$ cat config.mk
export PLATFORM = sky130hd
export DESIGN_NAME = cfg_readback_seq
export DESIGN_NICKNAME = d
export VERILOG_FILES = /design/src/rtl/rbs_pkg.sv /design/src/rtl/rbs_dpath.sv /design/src/rtl/rbs_ctrl.sv /design/src/rtl/cfg_readback_seq.sv
export SDC_FILE = /design/constraint.sdc
export NUM_CORES = 1
export LEC_CHECK = 0
export CELL_PAD_IN_SITES_DETAIL_PLACEMENT = 1
export CELL_PAD_IN_SITES_GLOBAL_PLACEMENT = 2
export CORE_ASPECT_RATIO = 0.5
export CORE_MARGIN = 5
export CORE_UTILIZATION = 34
export DETAILED_ROUTE_END_ITERATION = 10
export DONT_BUFFER_PORTS = 1
export HOLD_SLACK_MARGIN = 0.08
export PLACE_DENSITY_LB_ADDON = 0.1
export RECOVER_POWER = 100
export SYNTH_ARGS = -nofsm -noshare
export SYNTH_HDL_FRONTEND = slang
export SYNTH_SLANG_ARGS = --single-unit
$ cat constraint.sdc
create_clock -name clk -period 5.1 [get_ports clk]
set_clock_uncertainty 0.1 [all_clocks]
set_input_delay 1.02 -clock clk [delete_from_list [all_inputs] [get_ports clk]]
set_output_delay 1.02 -clock clk [all_outputs]
set_load 0.03 [all_outputs]
$ cat src/rtl/rbs_pkg.sv
package rbs_pkg;
  localparam int FRAME_WORDS = 81;
  localparam int SHORT_MAX   = 2047;

  localparam logic [31:0] W_DUMMY   = 32'hFFFF_FFFF;
  localparam logic [31:0] W_SYNC    = 32'hAA99_5566;
  localparam logic [31:0] W_NOOP    = 32'h2000_0000;
  localparam logic [31:0] W_CMD_HDR = 32'h3000_8001;
  localparam logic [31:0] W_RST_CRC = 32'h0000_0007;
  localparam logic [31:0] W_RD_CFG  = 32'h0000_0004;
  localparam logic [31:0] W_ADR_HDR = 32'h3000_2001;
  localparam logic [31:0] W_RD_T1   = 32'h2800_6000;
  localparam logic [31:0] W_RD_T2   = 32'h4800_0000;

  typedef enum logic [1:0] {ST_IDLE, ST_WRITE, ST_READ, ST_DRAIN} seqState_t;

  typedef struct packed {
    logic load;
    logic wrStep;
    logic rdMode;
    logic abort;
  } seqStrobe_t;

  typedef struct packed {
    logic wrLast;
    logic rxLast;
    logic tmoHit;
    logic outFull;
  } seqFlag_t;
endpackage

$ cat src/rtl/rbs_dpath.sv
module rbs_dpath
  import rbs_pkg::*;
#(
  parameter int FCW = 12,
  parameter int TW  = 20
) (
  input  logic           clk,
  input  logic           rstN,
  input  seqStrobe_t     stb,
  input  logic [31:0]    frameAddr,
  input  logic [FCW-1:0] frameCount,
  input  logic [TW-1:0]  timeoutLimit,
  output logic [31:0]    portWrData,
  output logic           portRdEn,
  input  logic           portRdValid,
  input  logic [31:0]    portRdData,
  output logic           outValid,
  output logic [31:0]    outData,
  input  logic           outReady,
  output seqFlag_t       flg
);
  localparam int CW = $clog2(FRAME_WORDS * ((1 << FCW) + 1) + 1);

  logic [31:0]    addrQ;
  logic [CW-1:0]  wordCnt;
  logic [CW-1:0]  rxCnt;
  logic           longCnt;
  logic [4:0]     wrIdx;
  logic [TW-1:0]  tmoCnt;
  logic [FCW-1:0] nFrames;
  logic [CW-1:0]  wordCntNext;
  logic           canTake;
  logic           rdTake;

  function automatic logic [31:0] preWord(input logic [3:0] idx);
    case (idx)
      4'd0:    return W_DUMMY;
      4'd1:    return W_SYNC;
      4'd4:    return W_CMD_HDR;
      4'd5:    return W_RST_CRC;
      4'd8:    return W_CMD_HDR;
      4'd9:    return W_RD_CFG;
      4'd13:   return W_ADR_HDR;
      default: return W_NOOP;
    endcase
  endfunction

  always_comb begin
    nFrames     = (frameCount == '0) ? FCW'(1) : frameCount;
    wordCntNext = CW'(FRAME_WORDS) * (CW'(nFrames) + CW'(1));
  end

  always_ff @(posedge clk) begin
    if (!rstN) begin
      addrQ   <= '0;
      wordCnt <= '0;
      longCnt <= 1'b0;
      wrIdx   <= '0;
    end else if (stb.load) begin
      addrQ   <= frameAddr;
      wordCnt <= wordCntNext;
      longCnt <= wordCntNext > CW'(SHORT_MAX);
      wrIdx   <= '0;
    end else if (stb.wrStep) begin
      wrIdx <= wrIdx + 5'd1;
    end
  end

  always_comb begin
    if (wrIdx < 5'd14)                portWrData = preWord(wrIdx[3:0]);
    else if (wrIdx == 5'd14)          portWrData = addrQ;
    else if (wrIdx == 5'd15)          portWrData = longCnt ? W_RD_T1 : (W_RD_T1 | 32'(wordCnt));
    else if (wrIdx == 5'd16 && longCnt) portWrData = W_RD_T2 | 32'(wordCnt);
    else                              portWrData = W_NOOP;
  end

  assign canTake  = !outValid || outReady;
  assign portRdEn = stb.rdMode && canTake;
  assign rdTake   = portRdEn && portRdValid;

  always_ff @(posedge clk) begin
    if (!rstN || stb.load) rxCnt <= '0;
    else if (rdTake)       rxCnt <= rxCnt + CW'(1);
  end

  always_ff @(posedge clk) begin
    if (!rstN) begin
      outValid <= 1'b0;
      outData  <= '0;
    end else if (stb.abort || stb.load) begin
      outValid <= 1'b0;
    end else if (rdTake && rxCnt >= CW'(FRAME_WORDS)) begin
      outValid <= 1'b1;
      outData  <= portRdData;
    end else if (outReady) begin
      outValid <= 1'b0;
    end
  end

  always_ff @(posedge clk) begin
    if (!rstN || !stb.rdMode) tmoCnt <= '0;
    else                      tmoCnt <= tmoCnt + TW'(1);
  end

  assign flg.wrLast  = wrIdx == (longCnt ? 5'd18 : 5'd17);
  assign flg.rxLast  = canTake && portRdValid && (rxCnt == wordCnt - CW'(1));
  assign flg.tmoHit  = tmoCnt == timeoutLimit;
  assign flg.outFull = outValid;
endmodule

$ cat src/rtl/rbs_ctrl.sv
module rbs_ctrl
  import rbs_pkg::*;
(
  input  logic       clk,
  input  logic       rstN,
  input  logic       startPulse,
  input  seqFlag_t   flg,
  output seqStrobe_t stb,
  output logic       portWrEn,
  output logic       busy,
  output logic       done,
  output logic       error
);
  seqState_t state, nxt;

  always_comb begin
    stb = '0;
    nxt = state;
    case (state)
      ST_IDLE: if (startPulse) begin
        stb.load = 1'b1;
        nxt      = ST_WRITE;
      end
      ST_WRITE: begin
        stb.wrStep = 1'b1;
        if (flg.wrLast) nxt = ST_READ;
      end
      ST_READ: begin
        stb.rdMode = 1'b1;
        if (flg.tmoHit) begin
          stb.abort = 1'b1;
          nxt       = ST_IDLE;
        end else if (flg.rxLast) begin
          nxt = ST_DRAIN;
        end
      end
      ST_DRAIN: if (!flg.outFull) nxt = ST_IDLE;
      default: nxt = ST_IDLE;
    endcase
  end

  always_ff @(posedge clk) begin
    if (!rstN) begin
      state <= ST_IDLE;
      done  <= 1'b0;
      error <= 1'b0;
    end else begin
      state <= nxt;
      if (stb.load) begin
        done  <= 1'b0;
        error <= 1'b0;
      end else if (stb.abort) begin
        error <= 1'b1;
      end else if (state == ST_DRAIN && nxt == ST_IDLE) begin
        done <= 1'b1;
      end
    end
  end

  assign portWrEn = state == ST_WRITE;
  assign busy     = state != ST_IDLE;
endmodule

$ cat src/rtl/cfg_readback_seq.sv
module cfg_readback_seq
  import rbs_pkg::*;
#(
  parameter int FCW = 12,
  parameter int TW  = 20
) (
  input  logic           clk,
  input  logic           rstN,
  input  logic           startPulse,
  input  logic [31:0]    frameAddr,
  input  logic [FCW-1:0] frameCount,
  input  logic [TW-1:0]  timeoutLimit,
  output logic           portWrEn,
  output logic [31:0]    portWrData,
  output logic           portRdEn,
  input  logic           portRdValid,
  input  logic [31:0]    portRdData,
  output logic           outValid,
  input  logic           outReady,
  output logic [31:0]    outData,
  output logic           busy,
  output logic           done,
  output logic           error
);
  seqStrobe_t stb;
  seqFlag_t   flg;

  rbs_ctrl u_ctrl (
    .clk(clk), .rstN(rstN), .startPulse(startPulse), .flg(flg), .stb(stb),
    .portWrEn(portWrEn), .busy(busy), .done(done), .error(error)
  );

  rbs_dpath #(.FCW(FCW), .TW(TW)) u_dpath (
    .clk(clk), .rstN(rstN), .stb(stb), .frameAddr(frameAddr),
    .frameCount(frameCount), .timeoutLimit(timeoutLimit),
    .portWrData(portWrData), .portRdEn(portRdEn), .portRdValid(portRdValid),
    .portRdData(portRdData), .outValid(outValid), .outData(outData),
    .outReady(outReady), .flg(flg)
  );
endmodule

==> flow_summary.html, run 1 <==
<table>
<tr><th>Metric</th><th>Value</th></tr>
<tr><th colspan="2">Run status</th></tr>
<tr><td>Run status</td><td>finished, violations left</td></tr>
<tr><td>Violated checks</td><td>capacitance limit, slew limit</td></tr>
<tr><th colspan="2">Power and ir drop</th></tr>
<tr><td>Part of the total power dissipated in combinational logic</td><td>26.2%</td></tr>
<tr><td>Switching share of power</td><td>32.1%</td></tr>
<tr><td>Power share of the sequential group</td><td>36.0%</td></tr>
<tr><td>Net switching component of the power</td><td>1020 uW</td></tr>
<tr><td>Power density normalized to cell area</td><td>343 mW/mm^2</td></tr>
<tr><td>Power share of the clock group</td><td>37.8%</td></tr>
<tr><td>Max rail drop VDD</td><td>0.249 mV</td></tr>
<tr><td>Internal cell power</td><td>2160 uW</td></tr>
<tr><td>Reported leakage power</td><td>0.00354 uW</td></tr>
<tr><th colspan="2">Logic synthesis</th></tr>
<tr><td>Asr flop ratio synth</td><td>0%</td></tr>
<tr><td>Synthesized netlist net count</td><td>1167</td></tr>
<tr><td>Post-synthesis instance area</td><td>0.00825 mm^2</td></tr>
<tr><td>Synth Register Bits</td><td>133</td></tr>
<tr><td>Library cell with the largest summed area after synthesis</td><td>sky130_fd_sc_hd__dfxtp_1</td></tr>
<tr><td>Area share of the leading cell type in the synthesized netlist</td><td>32.3%</td></tr>
<tr><td>Synth Area per Inst</td><td>8.27 um^2</td></tr>
<tr><td>Mapped Cells</td><td>997</td></tr>
<tr><td>Synth unique cells</td><td>61</td></tr>
<tr><td>Top area cells in the synthesized netlist</td><td>sky130_fd_sc_hd__dfxtp_1, sky130_fd_sc_hd__ha_1, sky130_fd_sc_hd__nand2_1, sky130_fd_sc_hd__xor2_1, sky130_fd_sc_hd__xnor2_1</td></tr>
<tr><td>Flip-flop cell with the highest count after synthesis</td><td>sky130_fd_sc_hd__dfxtp_1</td></tr>
<tr><td>Number of enable flip-flop cells after synthesis</td><td>0</td></tr>
<tr><td>Number of synthesis warnings</td><td>0</td></tr>
<tr><td>Seq/Total Area, Yosys</td><td>32.3%</td></tr>
<tr><th colspan="2">Finish</th></tr>
<tr><td>Finished Core Util</td><td>38.9%</td></tr>
<tr><td>Proportion of layout cells with a drive suffix above 1</td><td>6.54%</td></tr>
<tr><td>Area Overhead vs Synth</td><td>12.7%</td></tr>
<tr><td>Diodes inserted</td><td>0</td></tr>
<tr><td>Final Net Count</td><td>1182</td></tr>
<tr><td>Area of the multi-input gates</td><td>0.00525 mm^2</td></tr>
<tr><td>Sequential cell area</td><td>0.00266 mm^2</td></tr>
<tr><td>Post-route cell area</td><td>0.00930 mm^2</td></tr>
<tr><td>Fillers</td><td>2846</td></tr>
<tr><th colspan="2">Floorplanning</th></tr>
<tr><td>Starting density of the core</td><td>34.5%</td></tr>
<tr><td>Overall die height</td><td>120 um</td></tr>
<tr><td>Top-level I/O count</td><td>171</td></tr>
<tr><td>Number of core rows</td><td>40</td></tr>
<tr><td>CORE AREA</td><td>0.0239 mm^2</td></tr>
<tr><td>Die Area</td><td>0.0277 mm^2</td></tr>
<tr><td>Die span in x</td><td>230 um</td></tr>
<tr><th colspan="2">Flow run</th></tr>
<tr><td>Count of max-cap constraint violations</td><td>2</td></tr>
<tr><th colspan="2">Global routing</th></tr>
<tr><td>Wire length of the first global-routing pass</td><td>38300 um</td></tr>
<tr><td>Met3 track utilization from global routing</td><td>5.63%</td></tr>
<tr><td>GRT overflow</td><td>0</td></tr>
<tr><td>Met1 global-route usage</td><td>22.2%</td></tr>
<tr><td>GRT busiest layer</td><td>met2</td></tr>
<tr><td>Initial antenna violation count</td><td>0</td></tr>
<tr><td>Via count of the first global-routing pass</td><td>7081</td></tr>
<tr><td>Global Route met2 Usage</td><td>28.1%</td></tr>
<tr><td>Overall Global Routing Usage</td><td>17.3%</td></tr>
<tr><td>Largest net degree at the start of global routing</td><td>92</td></tr>
<tr><th colspan="2">Route</th></tr>
<tr><td>First drt pass iteration count</td><td>4</td></tr>
<tr><td>Via total after detailed routing</td><td>6890</td></tr>
<tr><td>Drt via density</td><td>5.15</td></tr>
<tr><td>Avg WL per Cell</td><td>17.9 um</td></tr>
<tr><td>DRC violation total after the first TritonRoute iteration</td><td>277</td></tr>
<tr><td>Number of nets with antenna violations after routing</td><td>0</td></tr>
<tr><td>Final routed wirelength across all metal layers</td><td>24000 um</td></tr>
<tr><td>Count of unresolved DRC violations after routing</td><td>0</td></tr>
<tr><th colspan="2">Setup path</th></tr>
<tr><td>Endpoint type of the worst setup path</td><td>register</td></tr>
<tr><td>Critical path type</td><td>input port to register</td></tr>
<tr><td>Critical Path Slowest Stage Cell</td><td>sky130_fd_sc_hd__fa_1</td></tr>
<tr><td>Worst-path maximum fanout</td><td>5</td></tr>
<tr><td>Max stage delay on crit path</td><td>0.49 ns</td></tr>
<tr><td>Required time of the critical path</td><td>5.31 ns</td></tr>
<tr><td>Crit-path cells</td><td>and4_1 -&gt; and4_1 -&gt; buf_4 -&gt; xor2_2 -&gt; ha_1 -&gt; ha_1 -&gt; ha_1 -&gt; inv_1 -&gt; fa_1 -&gt; inv_1 -&gt; ha_1 -&gt; a211o_1 -&gt; o21ai_0 -&gt; mux2i_1 -&gt; a21boi_0 -&gt; nor4bb_1 -&gt; a31oi_1</td></tr>
<tr><td>Startpoint types</td><td>input port</td></tr>
<tr><td>Most common cell on crit path</td><td>sky130_fd_sc_hd__ha_1</td></tr>
<tr><td>Reg-to-reg setup timing slack</td><td>1.00 ns</td></tr>
<tr><td>Arr. time, crit path</td><td>5.09 ns</td></tr>
<tr><th colspan="2">Clocking</th></tr>
<tr><td>Number of buffers between clock root and the deepest sink</td><td>2</td></tr>
<tr><td>CTS Root Buffer Type</td><td>sky130_fd_sc_hd__clkbuf_16</td></tr>
<tr><td>Setup fix buffers added after clock tree synthesis</td><td>0</td></tr>
<tr><td>Insertion delay of the later-clocked pin in the worst-skew pair</td><td>0.44 ns</td></tr>
<tr><td>CTS Buf Count</td><td>17</td></tr>
<tr><td>Clock tree from TritonCTS</td><td>built</td></tr>
<tr><td># clock sinks</td><td>133</td></tr>
<tr><td>Clock slew at the register clock pins of the worst setup and hold paths</td><td>0.06 ns</td></tr>
<tr><td>Max H-tree Level</td><td>4</td></tr>
<tr><th colspan="2">Placed design</th></tr>
<tr><td>GPL Wtd Cong</td><td>0.830</td></tr>
<tr><td>Detailed placer's ending HPWL</td><td>18300 um</td></tr>
<tr><td>Cell area after placement</td><td>0.00881 mm^2</td></tr>
<tr><td>Number of buffers added on ports</td><td>0</td></tr>
<tr><th colspan="2">STA</th></tr>
<tr><td>Final setup violation count</td><td>0</td></tr>
<tr><td>Tightest slew margin relative to the limit</td><td>-73.1%</td></tr>
<tr><td>Tmin final</td><td>4.88 ns</td></tr>
<tr><td>Period utilisation layout</td><td>95.7%</td></tr>
<tr><td>Worst-Margin Slew</td><td>2.60 ns</td></tr>
<tr><td>Count of pins over their slew limit</td><td>85</td></tr>
<tr><td>RSZ-0062 raised after global routing</td><td>false</td></tr>
<tr><td>Top achievable clock speed</td><td>205 MHz</td></tr>
<tr><td>Final number of hold-violating endpoints</td><td>0</td></tr>
<tr><th colspan="2">Hold path</th></tr>
<tr><td>Path type of the worst min-delay path</td><td>register to register</td></tr>
</table>
-- worst paths after layout --
check	start	endpoint	cells after the start
max	frameCount[2]	u_dpath.longCnt	17
min	u_dpath.addrQ[6]	u_dpath.addrQ[6]	2
max reg2reg	u_ctrl.state[1]	u_dpath.outData[27]	7
min reg2reg	u_dpath.addrQ[6]	u_dpath.addrQ[6]	2
-- cells by family (layout without fill, tap and decap cells) --
logic type / after synthesis / after routing / share of synthesized area [%]
adder cells (fa/ha/maj): 69 / 69 / 10.9
AO/OA/AOI/OAI: 180 / 180 / 14.7
XOR/XNOR: 100 / 100 / 10.6
buffers and inverters: 87 / 114 / 4.28
AND/OR/NAND/NOR: 394 / 394 / 23.0
multiplexers: 34 / 34 / 4.13
flip-flops: 133 / 133 / 32.3
-- cell usage in the layout (no fill, tap or decap), types with 6 or more instances in the layout --
| cell | netlist | routed |
|---|---|---|
| sky130_fd_sc_hd__a21boi_0 | 40 | 40 |
| sky130_fd_sc_hd__a21oi_1 | 28 | 28 |
| sky130_fd_sc_hd__nand3_1 | 22 | 22 |
| sky130_fd_sc_hd__inv_1 | 34 | 34 |
| sky130_fd_sc_hd__dfxtp_1 | 133 | 133 |
| sky130_fd_sc_hd__and2_0 | 0 | 6 |
| sky130_fd_sc_hd__clkbuf_1 | 40 | 20 |
| sky130_fd_sc_hd__a22oi_1 | 17 | 17 |
| sky130_fd_sc_hd__nand4_1 | 15 | 15 |
| sky130_fd_sc_hd__a211oi_1 | 8 | 8 |
| sky130_fd_sc_hd__or3_1 | 11 | 11 |
| sky130_fd_sc_hd__nand2_1 | 152 | 152 |
| sky130_fd_sc_hd__and3_1 | 19 | 19 |
| sky130_fd_sc_hd__nor2_1 | 71 | 71 |
| sky130_fd_sc_hd__xnor2_1 | 47 | 46 |
| sky130_fd_sc_hd__xor2_1 | 53 | 51 |
| sky130_fd_sc_hd__mux2i_1 | 34 | 34 |
| sky130_fd_sc_hd__nor2b_1 | 41 | 41 |
| sky130_fd_sc_hd__o21ai_0 | 43 | 43 |
| sky130_fd_sc_hd__ha_1 | 64 | 64 |
| sky130_fd_sc_hd__clkbuf_16 | 0 | 17 |
| sky130_fd_sc_hd__nor3_1 | 17 | 17 |
| sky130_fd_sc_hd__buf_4 | 3 | 26 |
| sky130_fd_sc_hd__nand2b_1 | 6 | 6 |
| sky130_fd_sc_hd__nor4_1 | 11 | 11 |
| sky130_fd_sc_hd__and2_1 | 13 | 7 |
-- sequential cells by signal, summed over array words and instances (netlist names) --
register and flops:
u_dpath.addrQ 32, u_dpath.outData 32, u_dpath.tmoCnt 20, u_dpath.rxCnt 19
u_dpath.wordCnt 19, u_dpath.wrIdx 5, u_ctrl.state 2, u_ctrl.done 1
u_ctrl.error 1, u_dpath.longCnt 1, u_dpath.outValid 1
-- routing by layer --
metal	wire [um]	part of all wire, %
met1	11400	47
met2	11000	46
met3	1250	5.2
met4	332	1.4
met5	0	0
-- cell usage after synthesis (11+ instances only) --
| master | number |
|---|---|
| sky130_fd_sc_hd__o21ai_0 | 43 |
| sky130_fd_sc_hd__nand3_1 | 22 |
| sky130_fd_sc_hd__nor3_1 | 17 |
| sky130_fd_sc_hd__mux2i_1 | 34 |
| sky130_fd_sc_hd__xor2_1 | 53 |
| sky130_fd_sc_hd__a22oi_1 | 17 |
| sky130_fd_sc_hd__nor4_1 | 11 |
| sky130_fd_sc_hd__dfxtp_1 | 133 |
| sky130_fd_sc_hd__clkbuf_1 | 40 |
| sky130_fd_sc_hd__or3_1 | 11 |
| sky130_fd_sc_hd__nand4_1 | 15 |
| sky130_fd_sc_hd__inv_1 | 34 |
| sky130_fd_sc_hd__and3_1 | 19 |
| sky130_fd_sc_hd__and2_1 | 13 |
| sky130_fd_sc_hd__nor2b_1 | 41 |
| sky130_fd_sc_hd__ha_1 | 64 |
| sky130_fd_sc_hd__xnor2_1 | 47 |
| sky130_fd_sc_hd__nor2_1 | 71 |
| sky130_fd_sc_hd__nand2_1 | 152 |
| sky130_fd_sc_hd__a21oi_1 | 28 |
| sky130_fd_sc_hd__a21boi_0 | 40 |
-- area by class of cell --
class,count,share of cell area (%)
clock buffer,19,4.76
sequential,133,28.6
clock inverter,12,1.41
timing repair buffer,48,3.08
inverter,35,1.41
multi-input combinational,777,56.5
tap,315,4.24
-- critical path, delay by kind of cell --
| kind | cells | cell delay [ns] |
|---|---|---|
| adders and majority gates | 5 | 1.72 |
| AOI/OAI and AO/OA | 4 | 0.91 |
| and+or+nand+nor | 3 | 0.72 |
| muxes | 1 | 0.28 |
| buffers and inverters | 3 | 0.24 |
| xor gates and xnor gates | 1 | 0.17 |
-- power by group through the flow --
| stage | clock network, uW | registers (uW) | logic (uW) |
|---|---|---|---|
| floorplan | 0 | 1130 | 625 |
| global placement | 0 | 1170 | 846 |
| detailed placement | 0 | 1170 | 862 |
| CTS | 1240 | 1150 | 869 |
| global route | 1300 | 1150 | 939 |
| finish | 1210 | 1150 | 835 |
-- what timing repair did --
item / in CTS / in global routing
resized for setup: 0 / 1
hold buffers: 0 / 0
setup endpoints to repair: 0 / 1
-- stage by stage --
| stage | TNS (ns) | setup WS, ns | power, uW | hold slack (ns) | std cells |
|---|---|---|---|---|---|
| floorplan | 0 | 0.0185 | 1760 | 0.340 | 997 |
| global placement | -0.205 | -0.0950 | 2010 | 0.351 | 1308 |
| detailed placement | -0.784 | -0.250 | 2030 | 0.356 | 1308 |
| CTS | 0 | 0.202 | 3260 | 0.365 | 1339 |
| global route | 0 | 0.0145 | 3390 | 0.382 | 1339 |
| finish | 0 | 0.218 | 3190 | 0.361 | 1339 |
No activity file was read; power rests on OpenSTA's default activity.
==> run 2, diff against run 1 <==
PLACE_DENSITY_LB_ADDON = 0.25   (was 0.1)
==> run 2 against run 1 <==
  * The flow still finishes with violations (capacitance limit, slew limit)
  * Non-clock buffer count grew 2
  * Die area unchanged
  * Clock power increased by 6%
  * Fmax is 0.95% higher
  * Cell count grew 0.22%
  * Critical path type is now register to output pin
==> flow_summary.html, run 2 (synthesized netlist as in run 1, its figures left out) <==
<table>
<tr><th>Metric</th><th>Value</th></tr>
<tr><th colspan="2">Setup path</th></tr>
<tr><td>Critical path type</td><td>register to output pin</td></tr>
<tr><td>Arr. time, crit path</td><td>3.72 ns (-1.37 ns)</td></tr>
<tr><td>Setup crit start</td><td>u_dpath.wrIdx[1]</td></tr>
<tr><td>Startpoint types</td><td>register</td></tr>
<tr><td>Launching point of the worst reg2reg path</td><td>u_ctrl.state[1]</td></tr>
<tr><td>Reg-to-reg setup timing slack</td><td>1.04 ns (+0.04 ns)</td></tr>
<tr><td>Endpoint type of the worst setup path</td><td>output pin</td></tr>
<tr><td>End of the worst register-to-register path</td><td>u_dpath.outData[10]</td></tr>
<tr><td>Required time of the critical path</td><td>3.98 ns (-1.33 ns)</td></tr>
<tr><td>Path depth of the worst reg2reg path</td><td>7 (unchanged)</td></tr>
<tr><td>Worst-path maximum fanout</td><td>17 (+12)</td></tr>
<tr><th colspan="2">Clocking</th></tr>
<tr><td># clock sinks</td><td>133 (unchanged)</td></tr>
<tr><td>Insertion delay of the later-clocked pin in the worst-skew pair</td><td>0.43 ns (about the same)</td></tr>
<tr><td>CTS Buf Count</td><td>17 (unchanged)</td></tr>
<tr><td>Count of hold-fix buffers inserted at cts</td><td>0 (unchanged)</td></tr>
<tr><td>Number of gates resized after cts</td><td>0 (unchanged)</td></tr>
<tr><td>Max H-tree Level</td><td>4 (unchanged)</td></tr>
<tr><td>CTS Root Buffer Type</td><td>sky130_fd_sc_hd__clkbuf_16</td></tr>
<tr><td>Number of buffers between clock root and the deepest sink</td><td>2 (unchanged)</td></tr>
<tr><td>Clock slew at the register clock pins of the worst setup and hold paths</td><td>0.06 ns (about the same)</td></tr>
<tr><td>Setup fix buffers added after clock tree synthesis</td><td>0 (unchanged)</td></tr>
<tr><td>Clock tree from TritonCTS</td><td>built</td></tr>
<tr><th colspan="2">STA</th></tr>
<tr><td>Tightest slew margin relative to the limit</td><td>-57.5% (+16 points)</td></tr>
<tr><td>Count of pins over their slew limit</td><td>85 (unchanged)</td></tr>
<tr><td>RSZ-0062 raised after global routing</td><td>false</td></tr>
<tr><td>Final number of hold-violating endpoints</td><td>0 (unchanged)</td></tr>
<tr><td>Period utilisation layout</td><td>94.8% (-0.90 points)</td></tr>
<tr><td>Top achievable clock speed</td><td>207 MHz (+0.95%)</td></tr>
<tr><td>Worst-Margin Slew</td><td>2.36 ns (-0.233 ns)</td></tr>
<tr><td>Tmin final</td><td>4.84 ns (-0.0460 ns)</td></tr>
<tr><td>Final setup violation count</td><td>0 (unchanged)</td></tr>
<tr><td>Hold WS</td><td>0.364 ns (+0.00365 ns)</td></tr>
<tr><th colspan="2">Run status</th></tr>
<tr><td>Violated checks</td><td>capacitance limit, slew limit</td></tr>
<tr><td>Run status</td><td>finished, violations left</td></tr>
<tr><th colspan="2">Global routing</th></tr>
<tr><td>Overall Global Routing Usage</td><td>16.7% (-0.56 points)</td></tr>
<tr><td>Initial antenna violation count</td><td>0 (unchanged)</td></tr>
<tr><td>GRT overflow</td><td>0 (unchanged)</td></tr>
<tr><td>Wire length of the first global-routing pass</td><td>37600 um (-1.9%)</td></tr>
<tr><td>Largest net degree at the start of global routing</td><td>92 (unchanged)</td></tr>
<tr><td>Via count of the first global-routing pass</td><td>7076 (-0.071%)</td></tr>
<tr><th colspan="2">Placed design</th></tr>
<tr><td>Cell area after placement</td><td>0.00883 mm^2 (+0.17%)</td></tr>
<tr><td>Number of buffers added on ports</td><td>0 (unchanged)</td></tr>
<tr><td>Detailed placer's ending HPWL</td><td>17700 um (-3.1%)</td></tr>
<tr><td>GPL Wtd Cong</td><td>0.788 (-5.1%)</td></tr>
<tr><th colspan="2">Floorplanning</th></tr>
<tr><td>Top-level I/O count</td><td>171 (unchanged)</td></tr>
<tr><td>Overall die height</td><td>120 um (unchanged)</td></tr>
<tr><td>Die Area</td><td>0.0277 mm^2 (unchanged)</td></tr>
<tr><td>CORE AREA</td><td>0.0239 mm^2 (unchanged)</td></tr>
<tr><td>Die span in x</td><td>230 um (unchanged)</td></tr>
<tr><td>Starting density of the core</td><td>34.5% (unchanged)</td></tr>
<tr><td>Number of core rows</td><td>40 (unchanged)</td></tr>
<tr><th colspan="2">Route</th></tr>
<tr><td>Count of unresolved DRC violations after routing</td><td>0 (unchanged)</td></tr>
<tr><td>First drt pass iteration count</td><td>4 (unchanged)</td></tr>
<tr><td>Drt via density</td><td>5.18 (+0.63%)</td></tr>
<tr><td>Final routed wirelength across all metal layers</td><td>23400 um (-2.5%)</td></tr>
<tr><td>Number of nets with antenna violations after routing</td><td>0 (unchanged)</td></tr>
<tr><td>Avg WL per Cell</td><td>17.4 um (-2.7%)</td></tr>
<tr><td>DRC violation total after the first TritonRoute iteration</td><td>334 (+21%)</td></tr>
<tr><td>Via total after detailed routing</td><td>6949 (+0.86%)</td></tr>
<tr><th colspan="2">Finish</th></tr>
<tr><td>Final Net Count</td><td>1184 (+0.17%)</td></tr>
<tr><td>Post-route cell area</td><td>0.00935 mm^2 (+0.58%)</td></tr>
<tr><td>Leading cell types in the layout, fill and taps excluded</td><td>sky130_fd_sc_hd__nand2_1, sky130_fd_sc_hd__dfxtp_1, sky130_fd_sc_hd__nor2_1</td></tr>
<tr><td>Area Overhead vs Synth</td><td>13.4%</td></tr>
<tr><td>Diodes inserted</td><td>0 (unchanged)</td></tr>
<tr><td>Proportion of layout cells with a drive suffix above 1</td><td>6.82% (+0.27 points)</td></tr>
<tr><td>Most common library cell in the layout ignoring fill and taps</td><td>sky130_fd_sc_hd__nand2_1</td></tr>
<tr><td>Top flop regs</td><td>u_dpath.addrQ (32), u_dpath.outData (32), u_dpath.tmoCnt (20)</td></tr>
<tr><th colspan="2">Power and ir drop</th></tr>
<tr><td>Net switching component of the power</td><td>1030 uW (+1.0%)</td></tr>
<tr><td>Internal cell power</td><td>2230 uW (+3.0%)</td></tr>
<tr><td>Power share of the sequential group</td><td>35.0% (-1.0 points)</td></tr>
<tr><td>Part of the total power dissipated in combinational logic</td><td>25.7% (-0.5 points)</td></tr>
<tr><td>Reported leakage power</td><td>0.00356 uW (+0.59%)</td></tr>
<tr><td>Switching share of power</td><td>31.7% (-0.42 points)</td></tr>
<tr><td>Power density normalized to cell area</td><td>349 mW/mm^2 (+1.8%)</td></tr>
<tr><td>Max rail drop VDD</td><td>0.197 mV (-21%)</td></tr>
<tr><td>Power share of the clock group</td><td>39.3% (+1.5 points)</td></tr>
<tr><th colspan="2">Hold path</th></tr>
<tr><td>Hold wc startpoint</td><td>u_dpath.addrQ[29]</td></tr>
<tr><td>Cell count of the worst hold path</td><td>2 (unchanged)</td></tr>
<tr><td>Path type of the worst min-delay path</td><td>register to register</td></tr>
<tr><td>Hold worst-path end</td><td>u_dpath.addrQ[29]</td></tr>
<tr><th colspan="2">Flow run</th></tr>
<tr><td>Count of max-cap constraint violations</td><td>2 (unchanged)</td></tr>
</table>
==> run 2: final cells by class <==
type	instances	area [um^2]
flip-flops and latches	133	2660
well taps	315	394
fillers	2836	14600
multi-input cells	777	5260
clock buffers	19	443
clock inverters	13	169
repair buffers	50	293
inverters	35	131
==> run 2: per-layer routing <==
metal	wire [um]	part of all wire, %	GRT usage, %	up-vias
li1	-	-	-	3474
met5	0	0	0	-
met3	1040	4.4	4.42	21
met4	364	1.6	4.96	0
met1	11100	47	21.3	3349
met2	10900	47	28.1	105
==> run 2: stage by stage <==
| step | power, uW | setup WS (ns) | TNS (ns) | utilization, % | instances |
|---|---|---|---|---|---|
| floorplan | 1760 | 0.0185 | 0 | - | 997 |
| detailed placement | 2030 | -0.112 | -0.194 | 36.9 | 1310 |
| finish | 3260 | 0.264 | 0 | 39.1 | 1342 |
| CTS | 3330 | 0.348 | 0 | 39.5 | 1342 |
| global route | 3460 | 0.0624 | 0 | 39.1 | 1342 |
| global placement | 2010 | -0.0483 | -0.0607 | 36.9 | 1310 |
==> run 2: how the worst max path moves through the flow <==
stage	endpoint	cells after the start
finish	portWrData[0]	8
global route	u_dpath.longCnt	17
CTS	u_dpath.longCnt	17
detailed placement	u_dpath.longCnt	17
global placement	u_dpath.longCnt	17
floorplan	u_dpath.wordCnt[17]	20
==> run 2: worst max-delay path, stage by stage (launching register included) <==
cell                       delay, ns
sky130_fd_sc_hd__dfxtp_1        0.40
sky130_fd_sc_hd__inv_1          0.19
sky130_fd_sc_hd__ha_1           0.31
sky130_fd_sc_hd__and4_1         0.30
sky130_fd_sc_hd__nor2b_1        0.30
sky130_fd_sc_hd__o21a_1         0.17
sky130_fd_sc_hd__clkbuf_1       0.67
sky130_fd_sc_hd__a221oi_1       0.24
sky130_fd_sc_hd__a31oi_1        0.68
==> run 2: power groups by stage <==
stage	Clock, uW	Sequential, uW	Combinational, uW
2_1_floorplan	0	1130	625
3_3_place_gp	0	1160	847
3_5_place_dp	0	1170	861
4_1_cts	1320	1140	870
5_1_grt	1360	1150	946
6_report	1280	1140	837
